## src/rtl/rx_addr_filter_pkg.sv

```systemverilog
package rx_addr_filter_pkg;

    localparam int unsigned MAC_W = 48;
    localparam logic [47:0] PAUSE_DA   = 48'h0180C2000001;
    localparam logic [15:0] CTRL_TYPE  = 16'h8808;
    localparam logic [15:0] PAUSE_OPC  = 16'h0001;
    localparam logic [31:0] CRC_POLY_R = 32'hEDB88320;

    typedef struct packed {
        logic bcast_en;
        logic exact_en;
        logic exact_inv;
        logic hash_en;
        logic hash_inv;
        logic mcast_all;
        logic promisc;
        logic allpkt;
        logic fwd_pause;
    } flt_ctl_t;

    typedef struct packed {
        logic              active;
        logic [3:0]        idx;
        logic [MAC_W-1:0]  da;
        logic [7:0]        hi;
        logic [31:0]       crc;
        logic              dv;
        logic              acc;
        logic              exh;
        logic              hsh;
        logic              pcons;
    } fstate_t;

    // Byte-wide reflected CRC-32 step
    function automatic logic [31:0] crc32_step(input logic [31:0] c, input logic [7:0] b);
        logic [31:0] r;
        r = c ^ {24'h0, b};
        for (int k = 0; k < 8; k++) begin
            r = r[0] ? ((r >> 1) ^ CRC_POLY_R) : (r >> 1);
        end
        return r;
    endfunction

endpackage

```

## src/rtl/raf_exact_bank.sv

```systemverilog
module raf_exact_bank #(
    parameter int N_ENT  = 8,
    parameter int N_MASK = 2,
    parameter int AW     = 48,
    parameter int SEL_W  = 3
) (
    input  logic             clk,
    input  logic             rst_n,
    input  logic             addr_we,
    input  logic [SEL_W-1:0] addr_sel,
    input  logic [AW-1:0]    addr_wdata,
    input  logic             mask_we,
    input  logic [SEL_W-1:0] mask_sel,
    input  logic [AW-1:0]    mask_wdata,
    input  logic [AW-1:0]    key,
    output logic [N_ENT-1:0] hits
);

    logic [AW-1:0] addr_d [N_ENT];
    logic [AW-1:0] addr_q [N_ENT];
    logic [AW-1:0] mask_d [N_MASK];
    logic [AW-1:0] mask_q [N_MASK];

    always_comb begin
        for (int e = 0; e < N_ENT; e++) begin
            addr_d[e] = addr_q[e];
            if (addr_we && addr_sel == SEL_W'(e)) addr_d[e] = addr_wdata;
        end
        for (int m = 0; m < N_MASK; m++) begin
            mask_d[m] = mask_q[m];
            if (mask_we && mask_sel == SEL_W'(m)) mask_d[m] = mask_wdata;
        end
    end

    always_ff @(posedge clk) begin
        if (!rst_n) begin
            for (int e = 0; e < N_ENT; e++) addr_q[e] <= '0;
            for (int m = 0; m < N_MASK; m++) mask_q[m] <= '1;
        end else begin
            for (int e = 0; e < N_ENT; e++) addr_q[e] <= addr_d[e];
            for (int m = 0; m < N_MASK; m++) mask_q[m] <= mask_d[m];
        end
    end

    for (genvar g = 0; g < N_ENT; g++) begin : g_ent
        if (g < N_MASK) begin : g_masked
            assign hits[g] = ((key ^ addr_q[g]) & mask_q[g]) == '0;
            // mask store follows its write port
            a_r5_mask_write: assert property (@(posedge clk) disable iff (!rst_n)
                mask_we && mask_sel == SEL_W'(g) |=> mask_q[g] == $past(mask_wdata));
        end else begin : g_plain
            assign hits[g] = key == addr_q[g];
        end
        a_r4_addr_write: assert property (@(posedge clk) disable iff (!rst_n)
            addr_we && addr_sel == SEL_W'(g) |=> addr_q[g] == $past(addr_wdata));
    end

endmodule

```

## src/rtl/raf_hash_map.sv

```systemverilog
module raf_hash_map #(
    parameter int WORDS  = 8,
    parameter int WORD_W = 64,
    parameter int SEL_W  = 3,
    parameter int IDX_W  = 9
) (
    input  logic              clk,
    input  logic              rst_n,
    input  logic              we,
    input  logic [SEL_W-1:0]  sel,
    input  logic [WORD_W-1:0] wdata,
    input  logic [IDX_W-1:0]  idx,
    output logic              bit_o
);

    localparam int BSEL_W = $clog2(WORD_W);

    logic [WORD_W-1:0] words_d [WORDS];
    logic [WORD_W-1:0] words_q [WORDS];

    always_comb begin
        for (int w = 0; w < WORDS; w++) begin
            words_d[w] = words_q[w];
            if (we && sel == SEL_W'(w)) words_d[w] = wdata;
        end
    end

    always_ff @(posedge clk) begin
        if (!rst_n) begin
            for (int w = 0; w < WORDS; w++) words_q[w] <= '0;
        end else begin
            for (int w = 0; w < WORDS; w++) words_q[w] <= words_d[w];
        end
    end

    assign bit_o = words_q[idx[IDX_W-1:BSEL_W]][idx[BSEL_W-1:0]];

    for (genvar g = 0; g < WORDS; g++) begin : g_chk
        a_r7_map_write: assert property (@(posedge clk) disable iff (!rst_n)
            we && sel == SEL_W'(g) |=> words_q[g] == $past(wdata));
    end

endmodule

```

## src/rtl/rx_addr_filter.sv

```systemverilog
module rx_addr_filter
    import rx_addr_filter_pkg::*;
#(
    parameter int N_ENT      = 8,
    parameter int N_MASK     = 2,
    parameter int MAP_WORDS  = 8,
    parameter int MAP_WORD_W = 64,
    localparam int ESEL_W    = $clog2(N_ENT),
    localparam int HSEL_W    = $clog2(MAP_WORDS),
    localparam int HIDX_W    = $clog2(MAP_WORDS * MAP_WORD_W)
) (
    input  logic                  clk,
    input  logic                  rst_n,
    input  logic                  in_valid,
    input  logic                  in_sof,
    input  logic [7:0]            in_data,
    input  logic                  bcast_en,
    input  logic                  exact_en,
    input  logic                  exact_inv,
    input  logic                  hash_en,
    input  logic                  hash_inv,
    input  logic                  mcast_all,
    input  logic                  promisc,
    input  logic                  allpkt,
    input  logic                  fwd_pause,
    input  logic                  addr_we,
    input  logic [ESEL_W-1:0]     addr_sel,
    input  logic [MAC_W-1:0]      addr_wdata,
    input  logic                  mask_we,
    input  logic [ESEL_W-1:0]     mask_sel,
    input  logic [MAC_W-1:0]      mask_wdata,
    input  logic                  map_we,
    input  logic [HSEL_W-1:0]     map_sel,
    input  logic [MAP_WORD_W-1:0] map_wdata,
    output logic                  dec_valid,
    output logic                  accept,
    output logic                  exact_hit,
    output logic                  hash_hit,
    output logic                  pause_consume
);

    flt_ctl_t         ctl;
    fstate_t          s_d, s_q;
    logic [N_ENT-1:0] ex_hits;
    logic             map_bit;
    logic             is_bcast, is_mcast, exact_sub, hash_sub, normal_acc;
    logic [3:0]       cur_idx;

    assign ctl = '{bcast_en: bcast_en, exact_en: exact_en, exact_inv: exact_inv,
                   hash_en: hash_en, hash_inv: hash_inv, mcast_all: mcast_all,
                   promisc: promisc, allpkt: allpkt, fwd_pause: fwd_pause};

    raf_exact_bank #(
        .N_ENT (N_ENT),
        .N_MASK(N_MASK),
        .AW    (MAC_W),
        .SEL_W (ESEL_W)
    ) u_exact (
        .clk       (clk),
        .rst_n     (rst_n),
        .addr_we   (addr_we),
        .addr_sel  (addr_sel),
        .addr_wdata(addr_wdata),
        .mask_we   (mask_we),
        .mask_sel  (mask_sel),
        .mask_wdata(mask_wdata),
        .key       (s_q.da),
        .hits      (ex_hits)
    );

    raf_hash_map #(
        .WORDS (MAP_WORDS),
        .WORD_W(MAP_WORD_W),
        .SEL_W (HSEL_W),
        .IDX_W (HIDX_W)
    ) u_hash (
        .clk  (clk),
        .rst_n(rst_n),
        .we   (map_we),
        .sel  (map_sel),
        .wdata(map_wdata),
        .idx  (s_q.crc[31 -: HIDX_W]),
        .bit_o(map_bit)
    );

    always_comb begin
        is_bcast   = &s_q.da;
        is_mcast   = s_q.da[40] & ~is_bcast;
        exact_sub  = ctl.exact_en & ((|ex_hits) ^ ctl.exact_inv);
        hash_sub   = ctl.hash_en & (map_bit ^ ctl.hash_inv) & ~is_bcast;
        normal_acc = (is_bcast & ctl.bcast_en) | exact_sub | hash_sub
                   | (is_mcast & ctl.mcast_all) | ctl.promisc | ctl.allpkt;
        cur_idx    = in_sof ? 4'd0 : s_q.idx;

        s_d    = s_q;
        s_d.dv = 1'b0;
        if (in_valid && (in_sof || s_q.active)) begin
            s_d.active = 1'b1;
            s_d.idx    = cur_idx + 4'd1;
            if (cur_idx < 4'd6) begin
                s_d.da  = {s_q.da[MAC_W-9:0], in_data};
                s_d.crc = crc32_step(in_sof ? 32'hFFFF_FFFF : s_q.crc, in_data);
            end
            if (cur_idx == 4'd12 || cur_idx == 4'd14) s_d.hi = in_data;
            if ((cur_idx == 4'd13 && !(s_q.da == PAUSE_DA && {s_q.hi, in_data} == CTRL_TYPE))
                || cur_idx == 4'd15) begin
                s_d.dv     = 1'b1;
                s_d.active = 1'b0;
                s_d.exh    = exact_sub;
                s_d.hsh    = hash_sub;
                if (cur_idx == 4'd15 && {s_q.hi, in_data} == PAUSE_OPC) begin
                    s_d.acc   = ctl.fwd_pause;
                    s_d.pcons = ~ctl.fwd_pause;
                end else begin
                    s_d.acc   = normal_acc;
                    s_d.pcons = 1'b0;
                end
            end
        end
    end

    always_ff @(posedge clk) begin
        if (!rst_n) s_q <= '0;
        else        s_q <= s_d;
    end

    assign dec_valid     = s_q.dv;
    assign accept        = s_q.acc;
    assign exact_hit     = s_q.exh;
    assign hash_hit      = s_q.hsh;
    assign pause_consume = s_q.pcons;

    a_r12_pause_excl: assert property (@(posedge clk) disable iff (!rst_n)
        dec_valid |-> !(accept && pause_consume));

    a_r2_single_pulse: assert property (@(posedge clk) disable iff (!rst_n)
        dec_valid |=> !dec_valid);

    a_r10_promisc_pass: assert property (@(posedge clk) disable iff (!rst_n)
        dec_valid && !pause_consume && $past(promisc || allpkt) |-> accept);

    a_r8_hash_no_bcast: assert property (@(posedge clk) disable iff (!rst_n)
        dec_valid && hash_hit |-> !$past(is_bcast));

endmodule

```

## config.mk

```make
export PLATFORM = sky130hd
export DESIGN_NAME = rx_addr_filter
export DESIGN_NICKNAME = d
export VERILOG_FILES = /design/src/rtl/rx_addr_filter_pkg.sv /design/src/rtl/raf_exact_bank.sv /design/src/rtl/raf_hash_map.sv /design/src/rtl/rx_addr_filter.sv
export SDC_FILE = /design/constraint.sdc
export NUM_CORES = 2
export LEC_CHECK = 0
export BUFFER_PORTS_ARGS = -buffer_cell sky130_fd_sc_hd__buf_2
export CAP_MARGIN = 10
export CORE_UTILIZATION = 50
export CTS_BUF_LIST = sky130_fd_sc_hd__clkbuf_2 sky130_fd_sc_hd__clkbuf_4 sky130_fd_sc_hd__clkbuf_8
export CTS_CLUSTER_SIZE = 28
export DETAILED_ROUTE_END_ITERATION = 6
export GPL_ROUTABILITY_DRIVEN = 1
export MAX_ROUTING_LAYER = met4
export PLACE_DENSITY = 0.67
export SLEW_MARGIN = 20
export SYNTH_ARGS = -nofsm -noshare
export SYNTH_HDL_FRONTEND = slang
export SYNTH_HIERARCHICAL = 1
export SYNTH_SLANG_ARGS = --single-unit
```

## constraint.sdc

```tcl
create_clock -name clk -period 3.65 [get_ports clk]
set_clock_uncertainty 0.2 [all_clocks]
set_input_delay 0.365 -clock clk [delete_from_list [all_inputs] [get_ports clk]]
set_output_delay 0.365 -clock clk [all_outputs]
set_load 0.05 [all_outputs]
```

After elaboration in Yosys (flattened, before gate mapping)
Memory sizes are Yosys's and may differ from the RTL's. A register that Yosys moved wholly into a read port is not among the register bits.
Cells that the tools add are included.

word-level totals
  flip-flop bits (word level) = 98
  memory bits (writable) = 992
  output and inout bits = 5
  logic and storage cells = 199
  memories kept = 3

cells by class
  add/sub/neg operators = 1
  $lt $le $gt $ge = 2
  equality and inequality tests = 36
  muxes and demuxes = 56
  bitwise gates (word level) = 46
  reduce and logical (&&, ||, !) cells = 45

memories
  memory          words  bits a word  rd ports  clocked after memory_dff  write ports  RTL line              RTL
  u_hash.words_q  8      64           1         1                         8            raf_hash_map.sv:19    logic [WORD_W-1:0] words_q [WORDS];
  u_exact.addr_q  8      48           8         0                         8            raf_exact_bank.sv:20  logic [AW-1:0] addr_q [N_ENT];
  u_exact.mask_q  2      48           2         0                         2            raf_exact_bank.sv:22  logic [AW-1:0] mask_q [N_MASK];

operator list
  kind                                                                           number
  64-bit two-way mux                                                             16
  48-bit two-way mux                                                             20
  48-bit equality test                                                           6
  32-bit two-way mux                                                             9
  13-bit NOT with 14-bit output                                                  8
  48-bit bitwise AND                                                             2
  48-bit zero test                                                               2
  48-bit XOR                                                                     2
  48-bit by 41-bit equality test with 1-bit output (second input constant)       1
  48-bit AND reduction                                                           1
  32-bit by 8-bit XOR with 32-bit output                                         1
  3-bit equality test (second input constant)                                    8
  2-bit AND reduction                                                            12
  1-bit bitwise OR                                                               23
  1-bit logical AND                                                              22
  16-bit by 1-bit equality test with 1-bit output (second input constant)        1
  16-bit equality test (second input constant)                                   1
  4-bit equality test (second input constant)                                    4
  3-bit by 2-bit equality test with 1-bit output (second input constant)         4
  3-bit by 1-bit equality test with 1-bit output (second input constant)         3
  3-bit zero test                                                                3
  1-bit != test (second input constant)                                          8
  8-bit OR reduction                                                             1
  6-bit by 7-bit less-than comparator with 1-bit output (second input constant)  1
  other kinds (12)                                                               27

Longest topological paths before layout
  depth after elaboration = 20
  depth in mapped cells = 17

Hierarchy
The synthesis kept the hierarchy.

modules (own cells, without submodules)
  module          times used  cells each  area each (µm²)
  raf_exact_bank  1           2746        22484.1
  raf_hash_map    1           1530        22097.4
  rx_addr_filter  1           602         5008.6

Worst setup path after synthesis
Ideal clock, no wire load.

  kind = in2reg
  start = input map_we
  end = memory u_hash.words_q[2][0] (enable)
  arrival time = 2.289 ns
  data required time = 2.762 ns
  slack = 0.473 ns
  stages on the path = 5
  buffers on the path = 2
  path through = nor2b_1 > nand3b_1 > clkbuf_1 > buf_1 > nand2_1

RTL lines
  element             RTL line              RTL
  start: declaration  rx_addr_filter.sv:32  input logic map_we,
  end: declaration    raf_hash_map.sv:19

==> run metrics <==
status complete, but fails checks; failing checks setup timing; I/O Buffers 197; fin nets 5470; Area Growth Syn to Fin 16.8%; Final Cycle Share 104%; initial DRC count 4407; fill cell count 8183; clk_lat worst skew 0.89 ns; initial antenna violation count 6; mean cell area of the mapped netlist 10.2 µm²; # Max-Cap Violations 0; number of routed nets with antenna violations 0; RSZ-0062 raised after global routing true; Seq/Total Area, Yosys 54.3%; ys async rst share 0%; layout cells sized above 1 15.7%; Top FF cell, synth dfxtp_1; IO Pins 198; Final Hold Viols 0; Pre-antenna DRT Iters 6; HP Class in2reg; Leakage 23.3 nW; largest net degree at the start of global routing 189; core box area 98300 µm²; CP arrival 4.36 ns; total gr overflow 0; post-synthesis cell type count 76; leading cell type in the layout, fill and taps excluded nand2_1; die area 100000 µm²; Max H-tree Level 4; Initial Util 50.5%; fin crit period 3.79 ns; DR vias 38600; Max FO, Critical Path 7; final total power 0.0288 W; Slew Viols, Final 0; Num Clock Sinks 1090; Worst EP required 4.22 ns; post-synthesis register bit count 1090; CP startpoint kind register; Slew @ Worst Pin 1.15 ns; DR WL/cell 24.0 µm; Max Freq 0.264 GHz; number of global-route vias before repair 37300; fin util 58.9%; Post-synth EDFFs 512; Post-Route WL 161 mm; Detail Placement HPWL 99.3 mm; Syn Inst Count 4878; Die Width 317 µm; row count 115; GRT Resource Usage Total 32.6%; syn_nets 5075; DR DRC count 0; Die Height 317 µm; Setup-failing EPs final 2; routed vias/inst 5.76; Worst Setup End Kind register; Clock Path Buffers 3; Max VDD drop 367 µV; Slew headroom 23.2%; most frequent cells in the layout 1172 x nand2_1, 575 x dfxtp_1, 512 x edfxtp_1, 468 x nor2_1, 393 x xor2_1; CTS tree built; Mapped Area 49600 µm²; power per cell area 498 nW/µm²; clk slew on worst S/H paths 0.06 ns; first-pass GRT wire length 235 mm; critical path class reg2reg; CTS buffer count 179; Clock Tree Root clkbuf_8; RD Place Congestion 0.980; Final WS setup -0.138 ns; Syn. warnings 6
[flip-flops by register name, summed over array words and instances, names as in the netlist]
name / flops
hash_hit: 1
accept: 1
exact_hit: 1
dec_valid: 1
pause_consume: 1
u_exact/addr_q: 384
u_hash/words_q: 512
s_q: 93
u_exact/mask_q: 96
[Yosys cell counts, types with 6 or more instances]
| master | instances | area [µm²] |
|---|---|---|
| nand3_1 | 112 | 561 |
| nor3_1 | 12 | 60.1 |
| o221ai_1 | 57 | 499 |
| nor2_1 | 476 | 1790 |
| nand2_1 | 1186 | 4450 |
| nand2b_1 | 7 | 43.8 |
| a22oi_1 | 46 | 345 |
| buf_2 | 68 | 340 |
| nor2b_1 | 8 | 50.1 |
| buf_12 | 6 | 120 |
| o21ai_0 | 13 | 65.1 |
| a21boi_0 | 365 | 2740 |
| a21oi_1 | 103 | 515 |
| a21boi_1 | 20 | 150 |
| mux2i_1 | 127 | 1270 |
| o22ai_1 | 26 | 163 |
| buf_4 | 53 | 398 |
| mux4_2 | 67 | 1510 |
| edfxtp_1 | 512 | 15400 |
| xnor2_1 | 58 | 508 |
| dfxtp_1 | 578 | 11600 |
| nand4_1 | 49 | 307 |
| nor4_1 | 93 | 582 |
| inv_1 | 72 | 270 |
| buf_1 | 40 | 150 |
| xnor2_2 | 6 | 97.6 |
| a211oi_1 | 13 | 97.6 |
| xor2_1 | 393 | 3440 |
| buf_6 | 32 | 360 |
| clkbuf_1 | 190 | 713 |
[cell families (layout without fill, tap and decap cells)]
| group | after synthesis | after routing | synth area share [%] |
|---|---|---|---|
| mux | 200 | 200 | 5.89 |
| fa+ha+maj | 4 | 4 | 0.101 |
| other cells | 0 | 10 | 0 |
| compound gates | 674 | 674 | 9.78 |
| buf+inv | 470 | 999 | 4.91 |
| xor+xnor | 469 | 469 | 8.72 |
| flops | 1090 | 1090 | 54.3 |
| simple gates | 1971 | 1971 | 16.3 |
[worst max-delay path, stage by stage (launching register included)]
cell and delay, ns:
dfxtp_4 0.38, buf_12 0.14, buf_4 0.11, mux4_2 0.47, mux4_2 0.49, and3_4 0.21, nor4_4 0.15, a2111o_1 0.22
nand4_1 0.23, buf_4 0.23, xor2_1 0.15, and3_1 0.21, nor3_1 0.05, a311o_1 0.31, a21oi_1 0.11
[power breakdown]
group / switching (W) / leakage [nW] / internal (W)
clock: 0.00503 / 1.91 / 0.00579
sequential: 0.000304 / 9.65 / 0.0134
combinational: 0.00247 / 11.7 / 0.00181
[path summary, 6_finish.rpt]
check                                                           to  depth (start not counted)  slack [ns]            startpoint
worst min-delay path            u_exact/mask_q[0][61]$_SDFFE_PN1P_                          4        0.06        mask_wdata[13]
worst max-delay path                           accept$_SDFFE_PN0P_                         14       -0.14  s_q[34]$_SDFFE_PN0P_
worst max register to register                 accept$_SDFFE_PN0P_                         14       -0.14  s_q[34]$_SDFFE_PN0P_
worst min register to register                s_q[23]$_SDFFE_PN0P_                          2        0.26  s_q[23]$_SDFFE_PN0P_
[repair_timing]
action / CTS / global route
endpoints found under the setup margin: 1 / 3
hold buffers: 196 / 0
pin swaps: 6 / 6
resized for setup: 6 / 15
buffers inserted: 7 / 7
cloned: 0 / 2
hold endpoints to repair: 1069 / 0
[layer usage]
metal	vias up	track usage (%)	share of wire [%]
met5	-	-	0
met4	0	15.8	4.8
met3	402	5.54	9.2
met2	2111	50.7	47
met1	18700	41.2	39
li1	17400	-	-
[stage by stage]
step           TNS (ns)  hold WS (ns)  worst slack, ns  cell area (µm²)  std cells
2_1_floorplan         0         0.232            0.473            49600       4878
3_3_place_gp     -0.178         0.242           -0.178            52100       6168
3_5_place_dp     -0.176         0.247           -0.176            52100       6168
4_1_cts         -0.0653       0.00944          -0.0653            57700       6686
5_1_grt          -0.376        0.0667           -0.251            57900       6703
6_report         -0.177        0.0603           -0.138            57900       6704
[layout make-up]
cell class	instances	area [µm²]	area share [%]
Sequential cell	1090	27000	46.5
Multi-Input combinational cell	3318	20500	35.3
Timing Repair Buffer	608	5010	8.65
Clock buffer	252	3150	5.44
Tap cell	1287	1610	2.78
Clock inverter	63	432	0.745
Inverter	76	287	0.495
Antenna cell	10	25.0	0.0432
No activity file was read; power rests on OpenSTA's default activity.
